## config.mk

```make
export PLATFORM = sky130hd
export DESIGN_NAME = card_detect
export DESIGN_NICKNAME = d
export VERILOG_FILES = /design/src/rtl/card_detect_pkg.sv /design/src/rtl/cd_datapath.sv /design/src/rtl/cd_debounce_ctl.sv /design/src/rtl/card_detect.sv
export SDC_FILE = /design/constraint.sdc
export NUM_CORES = 1
export LEC_CHECK = 0
export BUFFER_PORTS_ARGS = -buffer_cell sky130_fd_sc_hd__buf_4
export CORE_MARGIN = 1
export CORE_UTILIZATION = 30
export DETAILED_ROUTE_END_ITERATION = 10
export SYNTH_ARGS = -nofsm -noshare
export SYNTH_HDL_FRONTEND = slang
export SYNTH_SLANG_ARGS = --single-unit
```

## constraint.sdc

```tcl
create_clock -name clk -period 1.4 [get_ports clk]
set_clock_uncertainty 0.1 [all_clocks]
set_input_delay 0.07 -clock clk [delete_from_list [all_inputs] [get_ports clk]]
set_output_delay 0.07 -clock clk [all_outputs]
set_load 0.05 [all_outputs]
```

## src/rtl/card_detect_pkg.sv

```systemverilog
package card_detect_pkg;
  // Strobes from the debounce control to the datapath
  typedef struct packed {
    logic evInsert;
    logic evRemove;
  } cdEvents_t;
endpackage

```

## src/rtl/cd_datapath.sv

```systemverilog
module cd_datapath
  import card_detect_pkg::*;
#(
  parameter int BASE_DIV    = 128,
  parameter int INS_MULT    = 3,
  parameter int SYNC_STAGES = 2
) (
  input  logic      clk,
  input  logic      rstN,
  input  logic      cdPin,
  input  logic      cdPolarity,
  input  logic      ctrlEn,
  input  logic      clrInsert,
  input  logic      clrRemove,
  input  logic      autoDeactEn,
  input  cdEvents_t ev,
  output logic      tickFast,
  output logic      tickSlow,
  output logic      cardSeen,
  output logic      pinStatus,
  output logic      insertFlag,
  output logic      removeFlag,
  output logic      cardIrq,
  output logic      deactReq
);
  localparam int CW = (BASE_DIV > 1) ? $clog2(BASE_DIV) : 1;
  localparam int MW = (INS_MULT > 1) ? $clog2(INS_MULT) : 1;
  localparam logic [CW-1:0] BASE_LAST = CW'(BASE_DIV - 1);
  localparam logic [MW-1:0] MULT_LAST = MW'(INS_MULT - 1);

  // Synchronizer chain, one flop per stage
  logic [SYNC_STAGES-1:0] syncChain;
  genvar gi;
  generate
    for (gi = 0; gi < SYNC_STAGES; gi++) begin : gSync
      if (gi == 0) begin : gFirst
        always_ff @(posedge clk or negedge rstN)
          if (!rstN) syncChain[gi] <= 1'b0;
          else       syncChain[gi] <= cdPin;
      end else begin : gNext
        always_ff @(posedge clk or negedge rstN)
          if (!rstN) syncChain[gi] <= 1'b0;
          else       syncChain[gi] <= syncChain[gi-1];
      end
    end
  endgenerate

  assign pinStatus = syncChain[SYNC_STAGES-1];
  assign cardSeen  = cdPolarity ? pinStatus : ~pinStatus;

  // Sampling prescaler: fast tick every BASE_DIV clocks, slow every INS_MULT fast ticks
  logic [CW-1:0] baseCnt;
  logic [MW-1:0] multCnt;

  always_ff @(posedge clk or negedge rstN) begin
    if (!rstN) begin
      baseCnt <= '0;
      multCnt <= '0;
    end else if (!ctrlEn) begin
      baseCnt <= '0;
      multCnt <= '0;
    end else if (baseCnt == BASE_LAST) begin
      baseCnt <= '0;
      multCnt <= (multCnt == MULT_LAST) ? '0 : multCnt + 1'b1;
    end else begin
      baseCnt <= baseCnt + 1'b1;
    end
  end

  assign tickFast = ctrlEn && (baseCnt == BASE_LAST);
  assign tickSlow = tickFast && (multCnt == MULT_LAST);

  // Sticky event flags; a new event wins over a clear in the same cycle
  always_ff @(posedge clk or negedge rstN) begin
    if (!rstN) begin
      insertFlag <= 1'b0;
      removeFlag <= 1'b0;
      deactReq   <= 1'b0;
    end else begin
      insertFlag <= ev.evInsert | (insertFlag & ~clrInsert);
      removeFlag <= ev.evRemove | (removeFlag & ~clrRemove);
      deactReq   <= ev.evRemove & autoDeactEn;
    end
  end

  assign cardIrq = insertFlag | removeFlag;
endmodule

```

## src/rtl/cd_debounce_ctl.sv

```systemverilog
module cd_debounce_ctl
  import card_detect_pkg::*;
(
  input  logic      clk,
  input  logic      rstN,
  input  logic      ctrlEn,
  input  logic      tickFast,
  input  logic      tickSlow,
  input  logic      cardSeen,
  output cdEvents_t ev
);
  logic cardIn;   // debounced presence
  logic pend;     // one disagreeing sample already seen
  logic sampleNow;
  logic accept;

  // An absent card is sampled on the slow tick, a present card on the fast tick
  assign sampleNow = cardIn ? tickFast : tickSlow;
  assign accept    = sampleNow && (cardSeen != cardIn) && pend;

  always_ff @(posedge clk or negedge rstN) begin
    if (!rstN) begin
      cardIn <= 1'b0;
      pend   <= 1'b0;
    end else if (!ctrlEn) begin
      cardIn <= 1'b0;
      pend   <= 1'b0;
    end else if (sampleNow) begin
      if (cardSeen != cardIn) begin
        if (pend) begin
          cardIn <= cardSeen;
          pend   <= 1'b0;
        end else begin
          pend <= 1'b1;
        end
      end else begin
        pend <= 1'b0;
      end
    end
  end

  always_comb begin
    ev.evInsert = accept & ~cardIn;
    ev.evRemove = accept &  cardIn;
  end
endmodule

```

## src/rtl/card_detect.sv

```systemverilog
module card_detect
  import card_detect_pkg::*;
#(
  parameter int BASE_DIV    = 128,
  parameter int INS_MULT    = 3,
  parameter int SYNC_STAGES = 2
) (
  input  logic clk,
  input  logic rstN,
  input  logic cdPin,
  input  logic cdPolarity,
  input  logic ctrlEn,
  input  logic clrInsert,
  input  logic clrRemove,
  input  logic autoDeactEn,
  output logic pinStatus,
  output logic insertFlag,
  output logic removeFlag,
  output logic cardIrq,
  output logic deactReq
);
  cdEvents_t ev;
  logic tickFast, tickSlow, cardSeen;

  cd_datapath #(
    .BASE_DIV(BASE_DIV), .INS_MULT(INS_MULT), .SYNC_STAGES(SYNC_STAGES)
  ) uData (
    .clk(clk), .rstN(rstN), .cdPin(cdPin), .cdPolarity(cdPolarity),
    .ctrlEn(ctrlEn), .clrInsert(clrInsert), .clrRemove(clrRemove),
    .autoDeactEn(autoDeactEn), .ev(ev), .tickFast(tickFast),
    .tickSlow(tickSlow), .cardSeen(cardSeen), .pinStatus(pinStatus),
    .insertFlag(insertFlag), .removeFlag(removeFlag), .cardIrq(cardIrq),
    .deactReq(deactReq)
  );

  cd_debounce_ctl uCtl (
    .clk(clk), .rstN(rstN), .ctrlEn(ctrlEn), .tickFast(tickFast),
    .tickSlow(tickSlow), .cardSeen(cardSeen), .ev(ev)
  );
endmodule

```

==> flow_summary_export.csv <==
group,metric,value,unit
layout,post_layout_nonfiller_instances,129,
synth,synth_async_sr_flop_share,100,%
synth,synth_enable_flop_cells,0,
detailed_routing,detail_route.wirelength,1560,µm
synth,post_synth_fa_ha_maj_area_fraction,1.69,%
grt,first_global_vias,612,
clocking,tritoncts.num_buffers,3,
floorplan,die_area,0.00266,mm²
synth,post_synth_xor_xnor_area,5.93,%
timing,timing.fmax,0.730,GHz
timing,maxSlewViolCount,0,
worst_setup_path,critical_path_at,1.49,ns
synth,post_synth_and_or_nand_nor_area_fraction,23.7,%
floorplan,io-pin-count,13,
layout,drive_above_1_share,41.6,%
synth,yosys.area.top_type,"dfrtp_1",
detailed_routing,drt_initial_violations,2,
worst_setup_path,critical_path.endpoint_type,"flip-flop",
job,cap_viol_max_count,0,
synth,synth.area.top_cells,"dfrtp_1 54%, o21ai_0 4.1%, xor2_1 3.6%",
grt,grt_util_met2,20.3,%
floorplan,floorplan.core_area,0.00228,mm²
layout,areaGrowthSynthToFinish,48.1,%
synth,yosys_warnings,0,
detailed_routing,detail-route-antenna-nets,0,
synth,muxShareOfSynthArea,0,%
layout,number_of_antenna_repair_diodes,0,
synth,netlist_area,738,µm²
worst_setup_path,reg2reg_from,"uData.baseCnt[0]$_DFF_PN0_",
synth,netlist_instances,70,
timing,setup_slack,0.0307,ns
power,power-per-cell-area,820,mW/mm²
detailed_routing,drt_drc_violations_left,0,
grt,total_global_routing_overflow,0,
clocking,tritoncts,"done",
clocking,worst_setup_hold_path_clk_slew,0.09,ns
clocking,cts-root-to-sink-buffers,2,
clocking,cts_htree_levels,1,
layout,num-fill-cells,205,
floorplan,initial_core_utilization,32.4,%
timing,holdWs,0.0432,ns
synth,synth_fp_nets,79,
placement,place_area,928,µm²
floorplan,core.rowCount,17,
synth,ys_seq_elements,16,
layout,design.final.nets,111,
worst_setup_path,cp_cell_sequence,"ha_4, nand3_2, or4_4, a21oi_2",
worst_setup_path,critical_path.max_fanout,5,
hold_path,timing.hold.worst_endpoint,"uData.deactReq$_DFF_PN0_",
worst_setup_path,cp-start-kind,"flip-flop",
clocking,cts.sinks,16,
floorplan,die_width,51.6,µm
synth,largest_family_of_logic_cells_by_synthesized_area,"simple AND/OR/NAND/NOR gates",
synth,average_cell_area_after_synthesis,10.5,µm²
timing,setup-violations-final,0,
placement,post-place-ws,-0.00193,ns
detailed_routing,vias,625,
worst_setup_path,reg2reg_slack,0.03,ns
detailed_routing,wire_length_per_cell_after_detailed_routing,12.1,µm
worst_setup_path,crit-reg2reg-capture,"uData.multCnt[0]$_DFFE_PN0P_",
placement,global_placement_routability_congestion,0.765,
grt,busiest_layer,"met2",
timing,hold_violations,0,
synth,synth_top_cell_area_share,54.2,%
synth,ys_seq_area_share,54.2,%
grt,met1_usage,17.8,%
grt,grt.met3_usage,7.02,%
power,peakVddDrop,0.713,mV
timing,finalWorstPathRequiredPeriod,1.37,ns
worst_setup_path,r2r_cells,4,
layout,finish.instance_area,0.00109,mm²
synth,synthFlopType,"dfrtp_1",
synth,synth_compound_gate_area_share,12.4,%
hold_path,worstHoldStart,"cdPolarity",
hold_path,hold_depth,4,
grt,antenna_found_initial,0,
timing,final.setup.tns,0,ns
clocking,root_buffer,"clkbuf_4",
grt,grt_pass1_wl,2630,µm
placement,dp_cells,117,
timing,slew_headroom,80.0,%
clocking,clk-insertion-delay-late,0.29,ns
grt,grt_start_max_net_pins,17,
floorplan,dieHeight,51.6,µm
worst_setup_path,crit_required,1.53,ns
worst_setup_path,critical_path_class,"flip-flop to flip-flop",
detailed_routing,vias_per_cell,4.84,
synth,synth_top_cells_by_count,"16 x dfrtp_1, 6 x o21ai_0, 5 x nand2_1, 5 x nor2_1",
power,power.static_leakage,0.000461,µW
synth,yosys.cell_types.count,26,
worst_setup_path,cp_slowest_stage_delay,0.42,ns
detailed_routing,dr.pass1.iters,4,
status,outcome,"completed",
worst_setup_path,crit_path_top_delay_cell,"or4_4",
hold_path,holdCritPathClass,"input pin to flip-flop",
synth,most_common_cell_in_the_netlist,"dfrtp_1",
timing,max_slew.worst_pin.slew,0.299,ns
grt,globalRouteTotalUtil,13.9,%
timing,timing.final.crit_share,97.8,%
timing,rsz_0062_raised_after_global_routing,"yes",
placement,buffer_ports.inserted,12,
placement,hpwl,1080,µm
[state kept, by name (all words and copies together) (netlist names)]
register and count:
uData.pinStatus 1, uCtl.pend 1, uCtl.cardIn 1, uData.baseCnt 7, uData.syncChain 1, uData.deactReq 1, uData.insertFlag 1, uData.multCnt 2
uData.removeFlag 1
[worst max path at each step]
stage / startpoint / end / slack (ns)
after CTS: uData.baseCnt[0]$_DFF_PN0_ / uData.multCnt[0]$_DFFE_PN0P_ / 0.004
after detailed placement: uData.baseCnt[1]$_DFF_PN0_ / uData.insertFlag$_DFF_PN0_ / -0.002
after floorplan: uData.baseCnt[0]$_DFF_PN0_ / uData.multCnt[0]$_DFFE_PN0P_ / 0.03
after global placement: uData.baseCnt[1]$_DFF_PN0_ / uCtl.cardIn$_DFFE_PN0P_ / 0.03
after global routing: uData.baseCnt[0]$_DFF_PN0_ / uData.insertFlag$_DFF_PN0_ / -0.02
final: uData.baseCnt[0]$_DFF_PN0_ / uData.multCnt[0]$_DFFE_PN0P_ / 0.03
[per-stage QoR]
| step | power, µW | utilization [%] |
|---|---|---|
| 2_1_floorplan | 530 | - |
| 3_3_place_gp | 580 | 40.8 |
| 3_5_place_dp | 579 | 40.8 |
| 4_1_cts | 898 | 45.0 |
| 5_1_grt | 949 | 48.0 |
| 6_report | 896 | 48.0 |
[power by group]
part           total, µW  internal [µW]  leakage [µW]  switching (µW)
sequential           490            475      0.000213            15.1
combinational        102           56.7      0.000228            45.5
clock                304            159     0.0000210             146
total                896            690      0.000461             206
[critical path, delay by kind of cell (launching register included)]
kind,cells,cell delay [ns]
AO/OA/AOI/OAI,1,0.12
adder cells (fa/ha/maj),1,0.18
flip-flops,1,0.40
AND/OR/NAND/NOR,2,0.51
[cell families after synthesis]
group                      Yosys count
and+or+nand+nor                     29
AOI/OAI and AO/OA                   15
adders and majority gates            1
xor gates and xnor gates             5
buffers and inverters                4
DFF                                 16
[cell usage in the layout, fill, tap and decap left out, types with 2 or more instances in the layout]
cell type / count
buf_4: 20
dfrtp_1: 14
dlygate4sd3_1: 6
nor2_1: 5
o21ai_0: 5
nand2_1: 5
inv_1: 4
xor2_1: 3
nand4_1: 3
clkbuf_4: 3
xnor2_1: 2
nand3_1: 2
or3_2: 2
a21oi_1: 2
a21oi_2: 2
dfrtp_2: 2
[layer usage]
layer,part of all wire [%],up-vias
li1,-,318
met1,49,294
met2,46,11
met3,4.5,2
met4,0.64,0
met5,0,-
[final cells by class]
cell class	count	area, µm²	area share [%]
clock buffers	4	36.3	3.32
inverters	4	15.0	1.37
well taps	28	35.0	3.20
flip-flops and latches	16	403	36.8
repair buffers	27	221	20.3
multi-input cells	50	383	35.0
[what timing repair did]
action / 4_1_cts / 5_1_grt
pin swaps: 2 / 5
hold endpoints to repair: 21 / 0
resized for setup: 0 / 14
hold buffers: 6 / 0
setup endpoints to repair: 2 / 7
setup buffers: 0 / 2
(Power assumes the default switching activity.)
